### config.mk
export PLATFORM = sky130hd
export DESIGN_NAME = smbRegSlave
export DESIGN_NICKNAME = d
export VERILOG_FILES = /design/src/rtl/smbRegPkg.sv /design/src/rtl/smbLineSampler.sv /design/src/rtl/smbSlaveData.sv /design/src/rtl/smbSlaveCtrl.sv /design/src/rtl/smbRegSlave.sv
export SDC_FILE = /design/constraint.sdc
export NUM_CORES = 1
export LEC_CHECK = 0
export BUFFER_PORTS_ARGS = -buffer_cell sky130_fd_sc_hd__buf_2
export CORE_ASPECT_RATIO = 1.1
export CORE_MARGIN = 4
export CORE_UTILIZATION = 35
export DETAILED_ROUTE_END_ITERATION = 7
export SLEW_MARGIN = 40
export SYNTH_ARGS = -nofsm -noshare
export SYNTH_HDL_FRONTEND = slang
export SYNTH_SLANG_ARGS = --single-unit
### constraint.sdc
create_clock -name clk -period 2.65 [get_ports clk]
set_input_delay 0.53 -clock clk [delete_from_list [all_inputs] [get_ports clk]]
set_output_delay 0.53 -clock clk [all_outputs]
set_load 0.1 [all_outputs]
### src/rtl/smbRegPkg.sv
package smbRegPkg;

  // Synchronized bus events handed from the line sampler to the control
  typedef struct packed {
    logic sclRise;
    logic sclFall;
    logic startSeen;
    logic stopSeen;
    logic sdaNow;
  } lineEv_t;

  // Strobes from the control to the datapath
  typedef struct packed {
    logic clrBits;
    logic shiftIn;
    logic store;
    logic clrIdx;
    logic incIdx;
    logic loadTx;
    logic shiftTx;
  } dpStrobe_t;

  typedef enum logic [2:0] {
    ST_IDLE,
    ST_ADDR,
    ST_ADDR_ACK,
    ST_RX,
    ST_RX_ACK,
    ST_TX,
    ST_TX_ACK
  } ctrlState_t;

endpackage

### src/rtl/smbLineSampler.sv
module smbLineSampler
  import smbRegPkg::*;
#(
  parameter int SYNC_STAGES = 2
) (
  input  logic    clk,
  input  logic    rstN,
  input  logic    sclIn,
  input  logic    sdaIn,
  output lineEv_t ev
);

  logic [SYNC_STAGES-1:0] sclSync, sdaSync;
  logic sclPrev, sdaPrev;
  logic sclNow, sdaNow;

  assign sclNow = sclSync[SYNC_STAGES-1];
  assign sdaNow = sdaSync[SYNC_STAGES-1];

  // Idle bus lines are high, so every stage resets to 1
  always_ff @(posedge clk or negedge rstN) begin
    if (!rstN) begin
      sclSync <= '1;
      sdaSync <= '1;
      sclPrev <= 1'b1;
      sdaPrev <= 1'b1;
    end else begin
      sclSync <= {sclSync[SYNC_STAGES-2:0], sclIn};
      sdaSync <= {sdaSync[SYNC_STAGES-2:0], sdaIn};
      sclPrev <= sclNow;
      sdaPrev <= sdaNow;
    end
  end

  always_comb begin
    ev.sclRise   = sclNow & ~sclPrev;
    ev.sclFall   = ~sclNow & sclPrev;
    ev.startSeen = sclNow & sclPrev & sdaPrev & ~sdaNow;
    ev.stopSeen  = sclNow & sclPrev & ~sdaPrev & sdaNow;
    ev.sdaNow    = sdaNow;
  end

endmodule

### src/rtl/smbSlaveData.sv
module smbSlaveData
  import smbRegPkg::*;
#(
  parameter int                      NUM_REGS     = 7,
  parameter logic [NUM_REGS*8-1:0]   RESET_VALUES = '0
) (
  input  logic                    clk,
  input  logic                    rstN,
  input  dpStrobe_t               stb,
  input  logic                    sdaNow,
  output logic [7:0]              rxByte,
  output logic [3:0]              bitCnt,
  output logic                    txBit,
  output logic [NUM_REGS*8-1:0]   regsOut
);

  // Byte index: write uses 0,1 as preamble, 2.. as registers;
  // read uses 0 as the count byte, 1.. as registers.
  localparam int IDXW = $clog2(NUM_REGS + 3);
  localparam logic [IDXW-1:0] IDX_MAX = '1;

  logic [IDXW-1:0] idx;
  logic [7:0]      txShift;
  logic [7:0]      txSel;
  logic [7:0]      bank [NUM_REGS];

  always_ff @(posedge clk or negedge rstN) begin
    if (!rstN) begin
      rxByte <= '0;
      bitCnt <= '0;
    end else if (stb.clrBits) begin
      bitCnt <= '0;
    end else if (stb.shiftIn && bitCnt != 4'd8) begin
      rxByte <= {rxByte[6:0], sdaNow};
      bitCnt <= bitCnt + 4'd1;
    end
  end

  always_ff @(posedge clk or negedge rstN) begin
    if (!rstN) begin
      idx <= '0;
    end else if (stb.clrIdx) begin
      idx <= '0;
    end else if (stb.incIdx && idx != IDX_MAX) begin
      idx <= idx + 1'b1;
    end
  end

  always_comb begin
    txSel = 8'hFF;
    if (idx == '0) begin
      txSel = 8'(NUM_REGS);
    end
    for (int i = 0; i < NUM_REGS; i++) begin
      if (idx == IDXW'(i + 1)) txSel = bank[i];
    end
  end

  always_ff @(posedge clk or negedge rstN) begin
    if (!rstN) begin
      txShift <= 8'hFF;
    end else if (stb.loadTx) begin
      txShift <= txSel;
    end else if (stb.shiftTx) begin
      txShift <= {txShift[6:0], 1'b1};
    end
  end

  assign txBit = txShift[7];

  for (genvar g = 0; g < NUM_REGS; g++) begin : gReg
    logic hit;
    assign hit = stb.store && (idx == IDXW'(g + 2));
    always_ff @(posedge clk or negedge rstN) begin
      if (!rstN) begin
        bank[g] <= RESET_VALUES[g*8 +: 8];
      end else if (hit) begin
        bank[g] <= rxByte;
      end
    end
    assign regsOut[g*8 +: 8] = bank[g];
  end

endmodule

### src/rtl/smbSlaveCtrl.sv
module smbSlaveCtrl
  import smbRegPkg::*;
#(
  parameter logic [6:0] DEV_ADDR = 7'h69
) (
  input  logic       clk,
  input  logic       rstN,
  input  lineEv_t    ev,
  input  logic [7:0] rxByte,
  input  logic [3:0] bitCnt,
  input  logic       txBit,
  output dpStrobe_t  stb,
  output logic       sdaDriveLow
);

  ctrlState_t state, stateN;
  logic ackLow, ackLowN;
  logic txOn, txOnN;
  logic dirRead, dirReadN;
  logic hostAck, hostAckN;
  logic byteFull;

  assign byteFull = (bitCnt == 4'd8);

  always_comb begin
    stb      = '0;
    stateN   = state;
    ackLowN  = ackLow;
    txOnN    = txOn;
    dirReadN = dirRead;
    hostAckN = hostAck;
    if (ev.startSeen) begin
      stateN      = ST_ADDR;
      stb.clrBits = 1'b1;
      stb.clrIdx  = 1'b1;
      ackLowN     = 1'b0;
      txOnN       = 1'b0;
    end else if (ev.stopSeen) begin
      stateN  = ST_IDLE;
      ackLowN = 1'b0;
      txOnN   = 1'b0;
    end else begin
      case (state)
        ST_ADDR: begin
          if (ev.sclRise) begin
            stb.shiftIn = 1'b1;
          end else if (ev.sclFall && byteFull) begin
            stb.clrBits = 1'b1;
            if (rxByte[7:1] == DEV_ADDR) begin
              ackLowN  = 1'b1;
              dirReadN = rxByte[0];
              stateN   = ST_ADDR_ACK;
            end else begin
              stateN = ST_IDLE;
            end
          end
        end
        ST_ADDR_ACK: begin
          if (ev.sclFall) begin
            ackLowN = 1'b0;
            if (dirRead) begin
              txOnN      = 1'b1;
              stb.loadTx = 1'b1;
              stb.incIdx = 1'b1;
              stateN     = ST_TX;
            end else begin
              stateN = ST_RX;
            end
          end
        end
        ST_RX: begin
          if (ev.sclRise) begin
            stb.shiftIn = 1'b1;
          end else if (ev.sclFall && byteFull) begin
            stb.store   = 1'b1;
            stb.incIdx  = 1'b1;
            stb.clrBits = 1'b1;
            ackLowN     = 1'b1;
            stateN      = ST_RX_ACK;
          end
        end
        ST_RX_ACK: begin
          if (ev.sclFall) begin
            ackLowN = 1'b0;
            stateN  = ST_RX;
          end
        end
        ST_TX: begin
          if (ev.sclRise) begin
            stb.shiftIn = 1'b1;
          end else if (ev.sclFall) begin
            if (byteFull) begin
              stb.clrBits = 1'b1;
              txOnN       = 1'b0;
              stateN      = ST_TX_ACK;
            end else begin
              stb.shiftTx = 1'b1;
            end
          end
        end
        ST_TX_ACK: begin
          if (ev.sclRise) begin
            hostAckN = ~ev.sdaNow;
          end else if (ev.sclFall) begin
            if (hostAck) begin
              stb.loadTx = 1'b1;
              stb.incIdx = 1'b1;
              txOnN      = 1'b1;
              stateN     = ST_TX;
            end else begin
              stateN = ST_IDLE;
            end
          end
        end
        default: ;
      endcase
    end
  end

  always_ff @(posedge clk or negedge rstN) begin
    if (!rstN) begin
      state   <= ST_IDLE;
      ackLow  <= 1'b0;
      txOn    <= 1'b0;
      dirRead <= 1'b0;
      hostAck <= 1'b0;
    end else begin
      state   <= stateN;
      ackLow  <= ackLowN;
      txOn    <= txOnN;
      dirRead <= dirReadN;
      hostAck <= hostAckN;
    end
  end

  assign sdaDriveLow = ackLow | (txOn & ~txBit);

endmodule

### src/rtl/smbRegSlave.sv
module smbRegSlave
  import smbRegPkg::*;
#(
  parameter int                    NUM_REGS     = 7,
  parameter logic [6:0]            DEV_ADDR     = 7'h69,
  parameter int                    SYNC_STAGES  = 2,
  parameter logic [NUM_REGS*8-1:0] RESET_VALUES = 56'h0F7700FFA55AC3
) (
  input  logic                  clk,
  input  logic                  rstN,
  input  logic                  sclIn,
  input  logic                  sdaIn,
  output logic                  sdaDriveLow,
  output logic [NUM_REGS*8-1:0] regsOut
);

  lineEv_t   ev;
  dpStrobe_t stb;
  logic [7:0] rxByte;
  logic [3:0] bitCnt;
  logic       txBit;

  smbLineSampler #(.SYNC_STAGES(SYNC_STAGES)) uSampler (
    .clk(clk), .rstN(rstN), .sclIn(sclIn), .sdaIn(sdaIn), .ev(ev)
  );

  smbSlaveCtrl #(.DEV_ADDR(DEV_ADDR)) uCtrl (
    .clk(clk), .rstN(rstN), .ev(ev), .rxByte(rxByte), .bitCnt(bitCnt),
    .txBit(txBit), .stb(stb), .sdaDriveLow(sdaDriveLow)
  );

  smbSlaveData #(.NUM_REGS(NUM_REGS), .RESET_VALUES(RESET_VALUES)) uData (
    .clk(clk), .rstN(rstN), .stb(stb), .sdaNow(ev.sdaNow), .rxByte(rxByte),
    .bitCnt(bitCnt), .txBit(txBit), .regsOut(regsOut)
  );

endmodule

Word-level counts from Yosys, hierarchy flattened
Index checks and enable logic that the tools add are counted.
{ "totals": {"reg_bits": 93, "latchBits": 0, "mem_bits_rw": 0, "rom_bits": 0, "in_bits": 4, "out_inout_bits": 57, "word_cells": 174, "mem_count": 0} }
{ "op_classes": {"n_addsub": 2, "n_mul": 0, "n_div": 0, "order_cmp": 0, "eq_ne": 33, "n_shift": 0, "muxes": 76, "bitwise": 18, "reduce_logical": 25} }
{ "op_table": {"columns": ["cell", "count"], "rows": [
  ["$mux W8", 10],
  ["$mux W3", 18],
  ["$ne A4 B3 Y1 const B", 10],
  ["$mux W1", 31],
  ["$ne A4 B4 Y1 const B", 6],
  ["$pmux W3 S6", 1],
  ["$eq A4 B3 Y1 const B", 4],
  ["$mux W4", 4],
  ["$mux W2", 7],
  ["$reduce_and A12 Y1", 1],
  ["$logic_and A1 B1 Y1", 10],
  ["$reduce_bool A5 Y1", 2],
  ["$eq A3 B3 Y1 const B", 3],
  ["$not A1 Y1", 9],
  ["$pmux W1 S3", 3],
  ["$reduce_and A9 Y1", 1],
  ["$add A4 B1 Y4 const B", 2],
  ["$and A1 B1 Y1", 8],
  ["$eq A4 B2 Y1 const B", 2],
  ["$eq A4 B4 Y1 const B", 2],
  ["$reduce_bool A8 Y1", 1],
  ["$eq A7 B7 Y1 const B", 1],
  ["$reduce_and A7 Y1", 1],
  ["$eq A3 B2 Y1 const B", 2],
  ["12 further kinds", 15]
]} }

Logic depth before layout (Yosys ltp)
Gate-level depths: netlist of the first run.
{ "logic_depth": {"depth_word": 11, "mapped_depth": 8, "depth_no_buf": 7} }

Cells and area by module
Synthesis of the first run repeated with hierarchy kept, for this count alone.
{ "unflattened": {"hier_cells": 393, "hier_area_um2": 4677.0} }
{ "by_module_without_submodules": {"columns": ["module", "n_inst", "cells_per_inst", "area_per_inst_um2", "seq_area_each_um2"], "rows": [
  ["smbSlaveData", 1, 301, 3836.2, 2049.5],
  ["smbSlaveCtrl", 1, 81, 643.1, 175.2],
  ["smbLineSampler", 1, 11, 197.7, 157.7]
]} }

Worst setup path before layout of the first run
OpenSTA, ideal clock, no wires.
{ "synth_path": {"path_kind": "register to register", "startpoint": "register uData.bitCnt[0]", "endpoint": "register uData.bank (netlist bit uData.regsOut[2])", "setup_ns": 0.126, "arrival_time_ns": 1.745, "required_time_ns": 2.524, "path_slack_ns": 0.779, "path_stages_with_launch": 9, "path_buffers": 1, "synth_period_minus_slack_ns": 1.871, "cell_sequence": "dfrtp_1 -> inv_1 -> ha_1 -> nand3b_4 -> nor2_4 -> and3_1 -> and3_1 -> buf_4 -> mux2_2"} }
{ "synth_via": {"elab_chain_len": 8} }
{ "synth_rtl": {"columns": ["element", "line_no", "text"], "rows": [
  ["from (decl)", "smbSlaveData.sv:12", "output logic [3:0] bitCnt,"],
  ["from (signal assigned)", "smbSlaveData.sv:35", "bitCnt <= bitCnt + 4'd1;"],
  ["$eq A4 B4 Y1", "smbSlaveCtrl.sv:23", "assign byteFull = (bitCnt == 4'd8);"],
  ["$logic_and A1 B1 Y1", "smbSlaveCtrl.sv:74", "end else if (ev.sclFall && byteFull) begin"],
  ["$mux W1", "smbSlaveCtrl.sv:74", null],
  ["$mux W1", "smbSlaveCtrl.sv:72", "if (ev.sclRise) begin"],
  ["$mux W1", "smbSlaveCtrl.sv:43", "case (state)"],
  ["$mux W3", "smbSlaveCtrl.sv:38", "end else if (ev.stopSeen) begin"],
  ["$mux W2", "smbSlaveCtrl.sv:32", "if (ev.startSeen) begin"],
  ["$logic_and A1 B1 Y1", "smbSlaveData.sv:73", "assign hit = stb.store && (idx == IDXW'(g + 2));"],
  ["to (signal, indexed assignment)", "smbSlaveData.sv:76", "bank[g] <= RESET_VALUES[g*8 +: 8];"],
  ["to (signal, indexed assignment)", "smbSlaveData.sv:78", "bank[g] <= rxByte;"],
  ["to (decl)", "smbSlaveData.sv:25", "logic [7:0] bank [NUM_REGS];"]
]} }
No other way between the ends.
A chain may end at the register's enable or synchronous reset.

Final worst setup path of the first run
{ "layout_path": {"startpoint": "register uCtrl.state[2]", "endpoint": "register uCtrl.state[1]"} }
{ "layout_via": {"elab_chain_len": 4, "word_cells_on_any_way": 22, "classes_between": "eq/ne: 17; mux: 3; reduce/logical: 2"} }
{ "layout_rtl": {"columns": ["element", "line_no", "text"], "rows": [
  ["from (decl)", "smbSlaveCtrl.sv:16", "ctrlState_t state, stateN;"],
  ["from (signal assigned)", "smbSlaveCtrl.sv:128", "state <= stateN;"],
  ["$eq A3 B3 Y1 (tied with other cells)", "smbSlaveCtrl.sv:43", null],
  ["$pmux W3 S6", "smbSlaveCtrl.sv:43", null],
  ["$mux W3", "smbSlaveCtrl.sv:38", null],
  ["$mux W3", "smbSlaveCtrl.sv:32", null]
]} }
Several ways; a longest one is shown, not always the timed one.

==> flow_summary_export.csv, run 1 <==
group,metric,value,unit
clock_network,cts_buffers,9,
power,p_leak,2.50,nW
synth,synthTopCellsByArea,"dfrtp_1, dfstp_2, mux2_2",
synth,syn_avg_cell_area,11.3,um^2
finish,fillers,1260,
flow_run,cap_violations,0,
synth,seq_area_frac_synth,0.504,
timing,slew_violations,0,
synth,netlist_area,4720,um^2
detailed_routing,drcViolationCount,0,
placed_design,dp_cells,623,
critical_path,worstPathArrival,2.47,ns
critical_path,worstReg2RegEnd,"uCtrl.state[1]",
finish,layout.nets,483,
placed_design,io_buffer_count,60,
synth,synth_nets,427,
timing,max_freq,447,MHz
floorplan,rows,44,
critical_path,criticalPathCategory,"flip-flop to flip-flop",
placed_design,dpl.hpwl,9140,um
floorplan,initial_core_util,0.357,
floorplan,die_height,130,um
timing,period_share,0.843,
synth,ys_seq_elements,93,
global_routing,grt_overflow,0,
global_routing,antenna_found_initial,0,
power,peakVddDrop,0.000287,V
clock_network,cts_buffer_depth,2,
critical_path,cp-start-kind,"flip-flop",
clock_network,clkTransAtPathRegs,0.07,ns
detailed_routing,drt-pass1-iter-count,5,
detailed_routing,detail-route-antenna-nets,0,
synth,ys.flop_type,"dfrtp_1",
critical_path,cp.required,2.89,ns
clock_network,root_buffer,"clkbuf_16",
floorplan,die_area,15400,um^2
global_routing,grt_util_all_layers,0.167,
clock_network,cts_setup_buffers,0,
timing,fin_tns_setup,0,ns
critical_path,r2r_start,"uCtrl.state[2]",
synth,synthArstFlopShare,1.00,
finish,seq_area,2380,um^2
timing,final_hold_viol_count,0,
global_routing,grt_pass1_wl,20200,um
detailed_routing,drt_iter0_drc,271,
clock_network,cts_tree,"built",
floorplan,core-area,13200,um^2
clock_network,clk_latency,0.34,ns
synth,ys_warn_count,0,
synth,synth_area_leader_cell,"dfrtp_1",
synth,synth_cell_types,63,
run_status,status,"completed",
synth,synth-edff-count,0,
finish,instances_no_fill,639,
timing,rsz0062_at_grt,"false",
critical_path,cp_max_fo,16,
finish,antenna_cells,0,
floorplan,io_pins,61,
detailed_routing,avgViaCountPerCell,5.66,
critical_path,setup.worst_path.end_class,"flip-flop",
global_routing,grt_pass1_vias,3672,
timing,worstMarginPinSlew,0.647,ns
placed_design,postPlaceCellArea,5200,um^2
timing,fin_crit,2.24,ns
finish,postLayoutCoreUtil,0.416,
timing,skew,0.00710,ns
clock_network,cts.repair.resized,0,
critical_path,r2r_slack,0.41,ns
clock_network,htree_num_levels,3,
finish,stdcell_area,5500,um^2
global_routing,grt_max_degree,50,
timing,relSlewSlack,0.565,
placed_design,place.gp.congestion,0.854,
finish,area_growth,16.4,%
critical_path,reg2reg_depth,5,
timing,setup_viol,0,
finish,layout-drive-gt1-share,0.448,
finish,multi_input_area,2180,um^2
floorplan,die_w,119,um
detailed_routing,vias,3618,
detailed_routing,wl_per_cell,19.9,um
detailed_routing,routed_wirelength,12700,um
synth,synth_cells,417,
synth,netlist.area_leader.share,0.260,
clock_network,ctsHoldBuffers,0,
power,powerDensity,534,nW/um^2
clock_network,clkSinkCount,93,
min_path,hold_class,"input port to asynchronous set/reset pin",
[per-layer routing]
layer	vias to the layer above	global-route usage	share of wire
met2	126	0.283	0.49
met5	-	0	0
met1	1815	0.210	0.44
met3	27	0.0381	0.052
li1	1650	-	-
met4	0	0.0654	0.025
[worst max-delay path, cell delays in order, from the launching register on]
cell and delay [ns]:
dfrtp_1 0.71, a21boi_0 0.39, and3_1 0.32, o32a_1 0.41
o21a_1 0.13, o21a_1 0.16
[report_power, final]
group	leakage [nW]	total [mW]	switching (mW)	internal (mW)
registers	1.14	1.51	0.0648	1.45
logic	1.22	0.114	0.0720	0.0421
clock network	0.146	1.31	0.573	0.735
[through the flow]
stage          worst slack, ns  hold slack (ns)  total power, mW
2_1_floorplan            0.779            0.234             1.58
3_3_place_gp             0.537            0.347             1.65
3_5_place_dp             0.483            0.348             1.65
4_1_cts                  0.476            0.197             2.96
5_1_grt                  0.263            0.216             3.04
6_report                 0.415            0.185             2.94
[how the worst max path moves through the flow]
stage	endpoint	from	depth (start not counted)
2_1_floorplan	uData.regsOut[2]	uData.bitCnt[0]	8
3_3_place_gp	uCtrl.state[1]	uCtrl.state[2]	5
3_5_place_dp	uData.regsOut[4]	uData.bitCnt[0]	7
4_1_cts	uData.regsOut[4]	uData.bitCnt[0]	7
5_1_grt	uData.txShift[7]	uData.bitCnt[0]	7
6_report	uCtrl.state[1]	uCtrl.state[2]	5
[area by class of cell]
| type | count | share of cell area |
|---|---|---|
| inverters | 10 | 0.00683 |
| well taps | 161 | 0.0366 |
| flip-flops and latches | 93 | 0.433 |
| repair buffers | 71 | 0.0724 |
| clock buffers | 9 | 0.0410 |
| multi-input cells | 288 | 0.397 |
| clock inverters | 7 | 0.0134 |
[cell usage after synthesis, types with 3 or more instances]
cell type	n
a21oi_1	20
a221o_1	4
a221oi_1	3
a311oi_1	3
and2_1	3
and3_1	4
buf_1	3
buf_2	4
buf_4	3
clkbuf_1	14
dfrtp_1	49
dfstp_2	44
ha_1	6
inv_1	9
mux2_2	64
mux2i_1	4
nand2_1	29
nand2b_1	6
nand3_1	5
nand4_1	3
nor2_1	25
nor2b_1	5
nor3_1	4
o211ai_1	6
o21ai_0	15
o22ai_1	27
or2_2	4
xnor2_1	3
[sequential cells by signal (all words and copies together) (netlist names), 2 cells and up]
| register | cells |
|---|---|
| uData.txShift | 8 |
| uData.idx | 4 |
| uData.rxByte | 8 |
| uData.regsOut | 56 |
| uData.bitCnt | 4 |
| uSampler.sclSync | 2 |
| uCtrl.state | 3 |
| uSampler.sdaSync | 2 |
[cell usage in the layout, fill, tap and decap left out, types with 3 or more instances in the layout]
cell type / instances
a221o_1: 4
a21oi_1: 20
nor2b_1: 5
buf_4: 11
a221oi_1: 3
nor3_1: 4
or2_2: 4
ha_1: 6
and2_1: 3
o22ai_1: 27
nor2_1: 25
nand2b_1: 6
o21ai_0: 15
mux2_2: 64
nand4_1: 3
a311oi_1: 3
clkbuf_16: 9
xnor2_1: 3
nand3_1: 5
nand2_1: 29
mux2i_1: 4
inv_1: 9
o211ai_1: 6
buf_2: 59
and3_1: 4
dfrtp_1: 49
dfstp_2: 44
[logic make-up (layout without fill, tap and decap cells)]
logic type	Yosys count	count (layout)	synth area share
AND/OR/NAND/NOR	107	107	0.129
multiplexers	69	69	0.163
AO/OA/AOI/OAI	101	101	0.144
flip-flops	93	93	0.504
adder cells (fa/ha/maj)	6	6	0.0159
XOR/XNOR	5	5	0.00927
buffers and inverters	36	97	0.0339
(Power assumes the default switching activity.)
==> run 2: changes to the inputs <==
==> constraint.sdc (replaced) <==
create_clock -name clk -period 1.9 [get_ports clk]
set_input_delay 0.38 -clock clk [delete_from_list [all_inputs] [get_ports clk]]
set_output_delay 0.38 -clock clk [all_outputs]
set_load 0.1 [all_outputs]
==> flow_summary_export.csv, run 2 (synthesis gave the netlist of run 1 again) <==
group,metric,value,unit
run_status,status,"completed",
finish,layout.nets,538,
clock_network,cts_buffer_depth,2,
critical_path,cp_max_fo,7,
timing,rsz0062_at_grt,"true",
timing,fin_crit,1.89,ns
placed_design,dpl.hpwl,9570,um
global_routing,grt_max_degree,39,
power,netSwitchingPower,0.963,mW
timing,setup_slack,0.0114,ns
global_routing,grt_pass1_wl,20400,um
timing,final_hold_viol_count,0,
power,peakVddDrop,0.000341,V
timing,relSlewSlack,0.672,
floorplan,die_area,15400,um^2
floorplan,io_pins,61,
finish,largest_reg_flops,56,
critical_path,cp.required,2.12,ns
global_routing,grt_overflow,0,
timing,worstMarginPinSlew,0.496,ns
power,comb_power_share,0.066,
global_routing,grt_util_all_layers,0.167,
power,powerDensity,677,nW/um^2
timing,fin_tns_setup,0,ns
timing,slew_violations,0,
clock_network,clk_latency,0.34,ns
floorplan,die_w,119,um
floorplan,core-area,13200,um^2
detailed_routing,routed_wirelength,12700,um
power,finalPower,4.06,mW
global_routing,antenna_found_initial,0,
floorplan,initial_core_util,0.357,
timing,period_share,0.994,
placed_design,pre_cts_ws,-0.0640,ns
finish,layout-drive-gt1-share,0.525,
detailed_routing,drt_iter0_drc,179,
finish,final_common_cell,"mux2_2",
detailed_routing,detail-route-antenna-nets,0,
critical_path,setup.worst_path.end_class,"flip-flop",
detailed_routing,drcViolationCount,0,
power,p_sw_frac,0.237,
critical_path,cp-start-kind,"flip-flop",
clock_network,clkSinkCount,93,
finish,postLayoutCoreUtil,0.454,
finish,antenna_cells,0,
detailed_routing,avgViaCountPerCell,5.40,
placed_design,io_buffer_count,60,
detailed_routing,drt-pass1-iter-count,4,
finish,stdcell_area,6000,um^2
timing,max_freq,529,MHz
global_routing,grt_pass1_vias,3859,
clock_network,cts_buffers,9,
placed_design,postPlaceCellArea,5580,um^2
power,power_frac_seq,0.511,
detailed_routing,met2_length,6440,um
detailed_routing,vias,3750,
min_path,hold_class,"input port to flip-flop",
floorplan,rows,44,
clock_network,root_buffer,"clkbuf_16",
timing,setup_viol,0,
critical_path,worstPathArrival,2.11,ns
detailed_routing,drt-met1-wl,5610,um
floorplan,die_height,130,um
finish,final_cell_mix,"mux2_2, buf_4, buf_2",
timing,skew,0.00831,ns
flow_run,cap_violations,0,
placed_design,place.gp.congestion,0.864,
detailed_routing,met3_length,513,um
detailed_routing,wl_per_cell,18.4,um
critical_path,criticalPathCategory,"flip-flop to flip-flop",
finish,fillers,1243,
power,p_int,3.10,mW
clock_network,htree_num_levels,3,
detailed_routing,dr.max_layer_used,"met4",
power,p_leak,2.79,nW
power,power.share.clock,0.423,
clock_network,cts_tree,"built",
clock_network,clkTransAtPathRegs,0.07,ns
finish,area_growth,27.1,%
-- run 2: cell types whose count changed in the layout (fill, tap and decap cells not counted), sizes merged --
cell         change
buf             +54
bufinv           -1
clkbuf           +2
dlygate4sd3      +1
inv              -1
-- run 2: critical path: stages, from the launching register on --
cell and delay (ns):
dfrtp_1 0.42, inv_1 0.14, ha_1 0.36, nand2_1 0.14, nor3_4 0.22, buf_6 0.17, mux2_2 0.33
-- run 2: worst paths after layout --
kind,startpoint,to,slack (ns),cells after the start
max,uData.idx[0],uData.regsOut[53],0.01,6
min,sclIn,uSampler.sclSync[0],0.14,1
max reg2reg,uData.idx[0],uData.regsOut[53],0.01,6
min reg2reg,uSampler.sdaSync[0],uSampler.sdaSync[1],0.35,0
max in group asynchronous,rstN,uData.regsOut[24],0.78,3
min in group asynchronous,rstN,uData.regsOut[19],0.50,2
-- run 2: area by class of cell --
class / count / area [um^2] / area share
tap: 161 / 201 / 0.0335
clock buffer: 11 / 253 / 0.0421
sequential: 93 / 2380 / 0.397
multi-input combinational: 288 / 2240 / 0.373
clock inverter: 5 / 35.0 / 0.00583
timing repair buffer: 126 / 853 / 0.142
inverter: 10 / 37.5 / 0.00625
-- run 2: per-layer routing --
metal / GRT usage / vias up
li1: - / 1761
met1: 0.213 / 1897
met2: 0.293 / 78
met3: 0.0329 / 14
met4: 0.0423 / 0
met5: 0 / -
-- run 2: metrics by stage --
step | hold slack, ns | std cells
2_1_floorplan | 0.0844 | 417
3_3_place_gp | 0.327 | 670
3_5_place_dp | 0.332 | 670
4_1_cts | 0.129 | 690
5_1_grt | 0.122 | 694
6_report | 0.138 | 694
-- run 2: what timing repair did --
action,CTS,global route
hold buffers,1,0
pin swaps,4,8
hold endpoints to repair,12,0
setup buffers,3,4
endpoints found under the setup margin,19,43
gates cloned,0,0
resized for setup,8,16
-- run 2: power by group through the flow --
stage	clock (mW)	sequential (mW)	combinational, mW
floorplan	0	2.07	0.128
global placement	0	2.10	0.228
detailed placement	0	2.11	0.233
CTS	1.75	2.07	0.269
global route	1.84	2.08	0.302
finish	1.72	2.08	0.269
